## src/rtl/lane_store_unit.sv

```systemverilog
module lane_store_unit #(
  parameter int XLEN = 32
) (
  input  logic            clk,
  input  logic            rst,
  input  logic            valid_i,
  input  logic [1:0]      size_i,
  input  logic [3:0]      lanefld_i,
  input  logic            vreg_hi_i,
  input  logic [3:0]      vreg_lo_i,
  input  logic [63:0]     vec_i,
  input  logic [3:0]      base_num_i,
  input  logic [XLEN-1:0] base_val_i,
  input  logic [3:0]      idx_num_i,
  input  logic [XLEN-1:0] idx_val_i,
  output logic            out_valid_o,
  output logic            wr_en_o,
  output logic [XLEN-1:0] wr_addr_o,
  output logic [31:0]     wr_data_o,
  output logic [3:0]      wr_be_o,
  output logic            wb_en_o,
  output logic [3:0]      wb_num_o,
  output logic [XLEN-1:0] wb_val_o,
  output logic            undef_o,
  output logic            unpred_o,
  output logic            fault_o,
  output logic [4:0]      vreg_o
);
  localparam logic [3:0] NO_WB_REG   = 4'd15;
  localparam logic [3:0] STEP_WB_REG = 4'd13;
  localparam logic [3:0] BAD_BASE    = 4'd15;

  logic        bad_enc;
  logic [5:0]  bit_off;
  logic [1:0]  amask;
  logic [3:0]  be;
  logic [2:0]  nbytes;

  always_comb begin
    bad_enc = 1'b0;
    bit_off = '0;
    amask   = 2'b00;
    be      = 4'b0000;
    nbytes  = 3'd0;
    case (size_i)
      2'd0: begin
        bad_enc = lanefld_i[0];
        bit_off = {lanefld_i[3:1], 3'b000};
        be      = 4'b0001;
        nbytes  = 3'd1;
      end
      2'd1: begin
        bad_enc = lanefld_i[1];
        bit_off = {lanefld_i[3:2], 4'b0000};
        amask   = {1'b0, lanefld_i[0]};
        be      = 4'b0011;
        nbytes  = 3'd2;
      end
      2'd2: begin
        bad_enc = lanefld_i[2] | (lanefld_i[1] ^ lanefld_i[0]);
        bit_off = {lanefld_i[3], 5'b00000};
        amask   = {2{lanefld_i[0]}};
        be      = 4'b1111;
        nbytes  = 3'd4;
      end
      default: bad_enc = 1'b1;
    endcase
  end

  logic [63:0] shifted;
  logic [31:0] byte_mask, elem;
  logic        misaligned, c_unpred, c_fault, c_write, c_wb;
  logic [XLEN-1:0] step, new_base;

  assign shifted    = vec_i >> bit_off;
  assign byte_mask  = {{8{be[3]}}, {8{be[2]}}, {8{be[1]}}, {8{be[0]}}};
  assign elem       = shifted[31:0] & byte_mask;
  assign misaligned = |(base_val_i[1:0] & amask);
  assign c_unpred   = !bad_enc && (base_num_i == BAD_BASE);
  assign c_fault    = !bad_enc && !c_unpred && misaligned;
  assign c_write    = !bad_enc && !c_unpred && !misaligned;
  assign c_wb       = c_write && (idx_num_i != NO_WB_REG);
  assign step       = (idx_num_i == STEP_WB_REG) ? XLEN'(nbytes) : idx_val_i;
  assign new_base   = base_val_i + step;

  always_ff @(posedge clk) begin
    if (rst) begin
      out_valid_o <= 1'b0;
      wr_en_o     <= 1'b0;
      wr_addr_o   <= '0;
      wr_data_o   <= '0;
      wr_be_o     <= '0;
      wb_en_o     <= 1'b0;
      wb_num_o    <= '0;
      wb_val_o    <= '0;
      undef_o     <= 1'b0;
      unpred_o    <= 1'b0;
      fault_o     <= 1'b0;
      vreg_o      <= '0;
    end else begin
      out_valid_o <= valid_i;
      wr_en_o     <= valid_i && c_write;
      wr_addr_o   <= base_val_i;
      wr_data_o   <= (valid_i && c_write) ? elem : '0;
      wr_be_o     <= (valid_i && c_write) ? be : '0;
      wb_en_o     <= valid_i && c_wb;
      wb_num_o    <= base_num_i;
      wb_val_o    <= (valid_i && c_wb) ? new_base : '0;
      undef_o     <= valid_i && bad_enc;
      unpred_o    <= valid_i && c_unpred;
      fault_o     <= valid_i && c_fault;
      vreg_o      <= {vreg_hi_i, vreg_lo_i};
    end
  end
endmodule

```

## config.mk

```make
export PLATFORM = sky130hd
export DESIGN_NAME = lane_store_unit
export DESIGN_NICKNAME = d
export VERILOG_FILES = /design/src/rtl/lane_store_unit.sv
export SDC_FILE = /design/constraint.sdc
export NUM_CORES = 1
export LEC_CHECK = 0
export BUFFER_PORTS_ARGS = -buffer_cell sky130_fd_sc_hd__buf_4
export CORE_ASPECT_RATIO = 0.5
export CORE_MARGIN = 5
export CORE_UTILIZATION = 49
export DETAILED_ROUTE_END_ITERATION = 7
export GPL_TIMING_DRIVEN = 0
export PLACE_DENSITY_LB_ADDON = 0.2
export SYNTH_ARGS = -nofsm -noshare
export SYNTH_HDL_FRONTEND = slang
export SYNTH_SLANG_ARGS = --single-unit
export TNS_END_PERCENT = 1
```

## constraint.sdc

```tcl
create_clock -name clk -period 3.7 [get_ports clk]
set_input_delay 0.74 -clock clk [delete_from_list [all_inputs] [get_ports clk]]
set_output_delay 0.74 -clock clk [all_outputs]
set_load 0.01 [all_outputs]
```

; ---- After elaboration in Yosys (flattened, before gate mapping)
; Index checks and enable logic that the tools add are counted.
[word_totals]
reg_bits = 115
input_bits = 150
output_inout_bits = 115
word_cells = 48
[classes]
add_sub_neg = 1
eq_ne = 5
n_shift = 1
muxes = 6
bitwise_logic = 6
n_reduce_logical = 17
[op_table]
columns = op, n
row1 = $shr 64x6->32, 1
row2 = $add 32x32->32, 1
row3 = $and 32x32->32, 1
row4 = $mux 32, 1
row5 = $pmux 6 s3, 1
row6 = $pmux 4 s3, 1
row7 = $logic_and 1x1->1, 10
row8 = $pmux 3 s3, 1
row9 = $eq 4x4->1 const B, 2
row10 = $reduce_or 2->1, 3
row11 = $ne 4x4->1 const B, 1
row12 = $pmux 2 s2, 1
row13 = $logic_not 1->1, 3
row14 = $pmux 1 s3, 1
row15 = $and 2x2->2, 1
row16 = $eq 2x1->1 const B, 1
row17 = $eq 2x2->1 const B, 1
row18 = $logic_not 2->1, 1
row19 = $not 1->1, 2
row20 = $or 1x1->1, 1
row21 = $xor 1x1->1, 1

; ---- Logic depth before layout (Yosys ltp)
; Gate-level depths: netlist of run 1.
[depth]
ltp_word = 12
depth_mapped = 13
mapped_depth_nobuf = 13

; ---- Worst setup path before layout of run 1
; No wires, ideal clock.
[synth_timing]
path_kind = input-to-reg
startpoint = input port idx_num_i[1]
endpoint = register wb_val_o[26]
setup_ns = 0.123
arrival_ns = 3.177
t_required_ns = 3.577
slack_ns = 0.400
cell_stages = 13
n_path_buf = 1
path_cell_list = nand4b_1 clkbuf_1 mux2_2 ha_1 inv_1 fa_1 nor2b_4 o31a_1 o311ai_4 a21oi_2 nor2_1 o21ai_1 mux2_1
[synth_via]
elab_chain_cells = 5
elab_cells_between_ends = 8
classes_between = add/sub: 1 / eq/ne: 2 / mux: 1 / bitwise: 1 / reduce/logical: 3
[synth_rtl]
columns = element, line
row1 = "start, declared", 14  ; input logic [3:0] idx_num_i,
row2 = "parallel branches: the longest is 5 deep, another holds $add 32x32->32", -
row3 = "end signal, assigned", 108  ; wb_val_o <= (valid_i && c_wb) ? new_base : '0;
row4 = "end, declared", 23  ; output logic [XLEN-1:0] wb_val_o,
; Several ways; the timed one is not identified.
; A chain may end at the register's enable or synchronous reset.

; ---- Worst setup path after layout of run 1
; Ends and elaborated chain as after synthesis.

==> impl_metrics.tcl, run 1 <==
set metrics [dict create \
    nFillCells 1060 \
    drt-total-wl_um 26100 \
    whs_ns 0.525 \
    cp_data_arrival_time_ns 3.83 \
    vias 7603 \
    gr-total-overflow 0 \
    relSlewSlack_pct 53.6 \
    grt_max_degree 17 \
    yosysWarnings 0 \
    fmax_ghz 0.284 \
    p_comb_share_pct 23.7 \
    start_kind "input pin" \
    area_growth_syn_to_layout_pct 41.9 \
    place.gp.congestion 0.996 \
    ir_drop_mv 0.330 \
    power_mw 3.94 \
    hpwl_um 20000 \
    critPathMaxFanout 10 \
    final.setup.worst_slack_ns 0.176 \
    clk_pin_slew_ns 0.06 \
    cp-end-kind "register" \
    slew_viol_final 0 \
    synth_top_area_share_pct 34.2 \
    synth_top_area_cell "dfxtp_1" \
    holdCritPathClass "input pin to register" \
    syn-instance-count 851 \
    ys_seq_elements 114 \
    synthTopCellsByArea "dfxtp_1 34%, nand2_1 7.1%, ha_1 6.7%" \
    start_util_pct 49.7 \
    cts.sinks 114 \
    pwr-share-clk_pct 43.5 \
    synthArstFlopShare_pct 0 \
    grt_pass1_vias 7432 \
    finalSetupTns_ns 0 \
    p_leak_nw 4.48 \
    cp.required_ns 4.00 \
    ios 265 \
    clock_path_buffers 2 \
    internal-power_mw 2.71 \
    htreeDepth 4 \
    seqPwrFrac_pct 32.8 \
    cts-root-buf "clkbuf_16" \
    track_usage_pct 31.4 \
    fin_area_mm2 0.00948 \
    dpl-instance-area_mm2 0.00888 \
    postCtsHoldBufs 0 \
    outcome "completed" \
    core_mm2 0.0134 \
    power.share.switching_pct 31.2 \
    ctsResizeCount 0 \
    avgRoutedWirePerCell_um 19.8 \
    grt_pass1_wl_um 40100 \
    hold_depth 2 \
    tritoncts "done" \
    power_switching_mw 1.23 \
    first_pass_iters 8 \
    yosysSeqAreaShare_pct 34.2 \
    antenna_left 0 \
    ys_types 63 \
    dieArea_mm2 0.0162 \
    drcViolationCount 0 \
    final_hold_viol_count 0 \
    drt_iter0_markers 783 \
    synth_ff_type "dfxtp_1" \
    setup_violations 0 \
    viasPerCell 5.75 \
    num_antenna_cells 0 \
    netlist_area_mm2 0.00668 \
    fin_crit_ns 3.52 \
    rsz0062_at_grt "no" \
    place_ws_ns -0.200 \
    drv_cap 0 \
    die-height_um 92.5 \
    critPathKind "input pin to register" \
    worst_pin_slew_ns 0.697 \
    avgSynthCellArea_um2 7.85 \
    postCtsSetupBuffers 0 \
    syn_nets 1038 \
    synth_edf_count 0 \
    final_nets 1321 \
    drive_gt1_share_pct 30.3 \
    antenna_found_initial 0 \
    finalCritPeriodShare_pct 95.2 \
    power.density_mw_per_mm2 416 \
    rows 30 \
    portBuffers 264 \
    die_w_um 175 \
    numCtsBuffers 17 \
]
flip-flops by register name (all words and copies together), names as in the netlist:
name	count
wb_en_o	1
wr_data_o	32
wr_en_o	1
undef_o	1
fault_o	1
out_valid_o	1
unpred_o	1
wr_addr_o	32
vreg_o	5
wb_num_o	4
wr_be_o	3
wb_val_o	32
stage by stage:
stage | util, % | cells
after floorplan | - | 851
after global placement | 66.1 | 1291
after detailed placement | 66.1 | 1291
after CTS | 70.5 | 1323
after global routing | 70.5 | 1323
final | 70.5 | 1323
cell families after synthesis:
group           share of synthesized area (%)
simple gates                             29.4
flops                                    34.2
buf+inv                                  4.40
mux                                      4.50
fa+ha+maj                                7.05
compound gates                           18.0
xor+xnor                                 2.49
cell usage in the layout, fill, tap and decap left out, types with 3 or more instances in the layout:
cell / instances
mux2_2: 3
dfxtp_1: 114
clkbuf_1: 16
and2_1: 30
a211oi_1: 14
nor2b_1: 45
o21a_1: 15
buf_4: 267
xnor2_1: 12
a21oi_1: 54
clkinv_4: 4
xor2_1: 7
a211o_1: 3
nand2b_1: 3
buf_1: 4
nor4_1: 6
nand3_1: 58
o21ai_0: 20
nor2_1: 83
mux2i_1: 21
nand2_1: 127
o21bai_1: 6
nor3_1: 12
inv_6: 6
buf_2: 28
nand4_1: 11
inv_1: 13
and3_1: 13
a31oi_1: 25
clkbuf_16: 17
a32oi_1: 4
a21o_1: 11
ha_1: 36
nor3b_1: 4
o21ai_1: 10
worst max-delay path, stage by stage:
cell	delay, ns
buf_4	0.12
nand4b_1	0.33
clkbuf_1	0.30
mux2_2	0.28
ha_1	0.16
inv_1	0.06
fa_1	0.41
nor2b_4	0.14
o31a_1	0.27
o311ai_4	0.12
a21oi_2	0.23
nor2_1	0.10
o21ai_1	0.20
mux2_1	0.36
worst paths after layout:
path,startpoint,endpoint
setup / recovery,idx_num_i[1],wb_val_o[26]
hold / removal,vreg_lo_i[2],vreg_o[2]
cell usage after synthesis (all sizes together), types with 12 or more instances:
library cell,instances
o21ai,30
a31oi,25
nand2,129
dfxtp,114
xnor2,12
nor2,83
nor3,14
a211oi,15
inv,15
mux2i,21
nor2b,47
nand4,12
a21oi,55
o21a,15
a21o,12
and2,30
and3,13
clkbuf,16
buf,35
ha,36
nand3,58
per-layer routing:
layer,GRT usage [%],routed length (um),vias to the layer above
met1,40.3,10900,3515
met4,10.8,739,0
met3,7.67,2470,73
met2,51.9,12000,468
li1,-,-,3547
met5,0,0,-
power by group through the flow:
stage                     Sequential, mW  Combinational [mW]  Clock, mW
final                               1.29               0.934       1.72
after global routing                1.30                1.01       1.78
after CTS                           1.29               0.919       1.72
after detailed placement            1.32               0.908          0
after global placement              1.32               0.901          0
after floorplan                     1.35               0.508          0
area by class of cell:
cell class / count / area (um2) / area share (%)
multi-input cells: 671 / 4100 / 43.3
flip-flops and latches: 114 / 2280 / 24.1
repair buffers: 264 / 1980 / 20.9
clock buffers: 17 / 425 / 4.49
plain buffers: 51 / 238 / 2.51
well taps: 176 / 220 / 2.32
clock inverters: 15 / 171 / 1.81
inverters: 15 / 56.3 / 0.594
Note: power is estimated with default switching activity, not from simulation.
==> inputs of run 2 (changes only) <==
CELL_PAD_IN_SITES_DETAIL_PLACEMENT = 0   (was default)
CELL_PAD_IN_SITES_GLOBAL_PLACEMENT = 2   (was default)
CORE_UTILIZATION = 27   (was 49)
==> run 2 against run 1 <==
Compared with the run above:
- fmax rose by 0.81%
- largest power group unchanged
- sequential power barely moved
- via count fell by 6.1%
- count of clock-buffer cells in the layout did not move
- cell count rose by 12%
==> impl_metrics.tcl, run 2 (same netlist as run 1, synthesis figures left out) <==
set metrics [dict create \
    drt_iter0_markers 369 \
    fmax_ghz 0.286 \
    rsz0062_at_grt "no" \
    ir_drop_mv 0.278 \
    setup_violations 0 \
    slew_viol_final 0 \
    grt_pass1_vias 7191 \
    postCtsSetupBuffers 0 \
    die-height_um 121 \
    avgRoutedWirePerCell_um 18.8 \
    outcome "completed" \
    power.density_mw_per_mm2 406 \
    holdCritPathClass "input pin to register" \
    drt-total-wl_um 27800 \
    grt_max_degree 17 \
    dieArea_mm2 0.0282 \
    postCtsHoldBufs 0 \
    portBuffers 264 \
    cp-startpoint "idx_num_i[1]" \
    critPathKind "input pin to register" \
    htreeDepth 4 \
    antenna_found_initial 0 \
    final_util_pct 40.0 \
    final_nets 1321 \
    start_util_pct 27.6 \
    cp_data_arrival_time_ns 3.82 \
    clock_path_buffers 2 \
    globalRouteMet1Util_pct 24.5 \
    cts-root-buf "clkbuf_16" \
    place.gp.congestion 0.925 \
    first_pass_iters 5 \
    core_mm2 0.0242 \
    cts.sinks 114 \
    final_common_cell "buf_4" \
    p_leak_nw 4.48 \
    power_switching_mw 1.22 \
    internal-power_mw 2.71 \
    seqPwrFrac_pct 32.9 \
    area_growth_syn_to_layout_pct 44.9 \
    cp-end-kind "register" \
    reg.largest.list "wb_val_o x32, wr_addr_o x32, wr_data_o x32" \
    grt-busiest-layer "met2" \
    power.share.switching_pct 31.0 \
    hpwl_um 22100 \
    die_w_um 232 \
    p_comb_share_pct 23.7 \
    numCtsBuffers 17 \
    grt_pass1_wl_um 42100 \
    nFillCells 2519 \
    drive_gt1_share_pct 30.4 \
    crit_end "wb_val_o[26]" \
    finalSetupTns_ns 0 \
    clk_pin_slew_ns 0.06 \
    final_cell_mix "267 x buf_4, 127 x nand2_1, 114 x dfxtp_1" \
    pwr-share-clk_pct 43.4 \
    antenna_left 0 \
    track_usage_pct 19.6 \
    final_hold_viol_count 0 \
    relSlewSlack_pct 51.2 \
    start_kind "input pin" \
    use_met2_pct 33.1 \
    cp.required_ns 4.03 \
    gr-total-overflow 0 \
    grt_util_met3_pct 4.79 \
    fin_crit_ns 3.50 \
    tritoncts "done" \
    critPathMaxFanout 10 \
    num_antenna_cells 0 \
    finalCritPeriodShare_pct 94.5 \
    vias 7136 \
    worst_pin_slew_ns 0.732 \
    rows 40 \
    ios 265 \
    viasPerCell 4.81 \
    drv_cap 0 \
    drcViolationCount 0 \
]
-- run 2: worst min-delay path by stage --
stage / start / to / slack [ns] / cells past startpoint
after floorplan: rst / vreg_o[4] / 0.81 / 1
after CTS: rst / vreg_o[4] / 0.48 / 2
after global placement: vreg_lo_i[0] / vreg_o[0] / 0.95 / 2
final: rst / vreg_o[4] / 0.50 / 2
after global routing: rst / vreg_o[4] / 0.49 / 2
after detailed placement: rst / vreg_o[4] / 0.96 / 2
-- run 2: per-layer routing --
layer  part of all wire, %  vias up
li1                      -     3554
met1                    43     3337
met2                    49      209
met3                   5.1       36
met4                   2.6        0
met5                     0        -
-- run 2: worst max-delay path, cell delays in order --
cell	delay, ns
buf_4	0.11
nand4b_1	0.34
clkbuf_2	0.30
mux2_2	0.26
ha_1	0.15
inv_1	0.05
fa_1	0.41
nor2b_4	0.15
o31a_1	0.30
o311ai_4	0.12
a21oi_2	0.27
nor2_1	0.13
o21ai_1	0.16
mux2_1	0.33
-- run 2: final cells by class --
class,count,area (um2),area share (%)
multi-input combinational,671,4100,42.4
sequential,114,2280,23.6
timing repair buffer,264,1980,20.5
clock buffer,17,425,4.40
tap,336,420,4.35
buffer,51,239,2.47
clock inverter,15,169,1.75
inverter,15,56.3,0.582
-- run 2: timing repair --
| item | 4_1_cts | 5_1_grt |
|---|---|---|
| resized for setup | 0 | 2 |
| setup endpoints to repair | 0 | 5 |
| endpoints found under the hold margin | 0 | 0 |
-- run 2: stage by stage --
step	hold slack, ns	power [mW]	std cells	worst slack (ns)	cell area [um2]
2_1_floorplan	0.812	1.85	851	0.400	6680
3_3_place_gp	0.949	2.26	1451	-0.345	9080
3_5_place_dp	0.959	2.25	1451	-0.389	9080
4_1_cts	0.482	3.98	1483	0.108	9670
5_1_grt	0.487	4.14	1483	0.0255	9670
6_report	0.504	3.93	1483	0.204	9670
-- run 2: power by group through the flow --
stage / Combinational (mW) / Sequential [mW] / Clock [mW]
finish: 0.932 / 1.29 / 1.70
detailed placement: 0.934 / 1.32 / 0
global route: 1.03 / 1.30 / 1.82
CTS: 0.938 / 1.29 / 1.75
global placement: 0.937 / 1.32 / 0
floorplan: 0.508 / 1.35 / 0
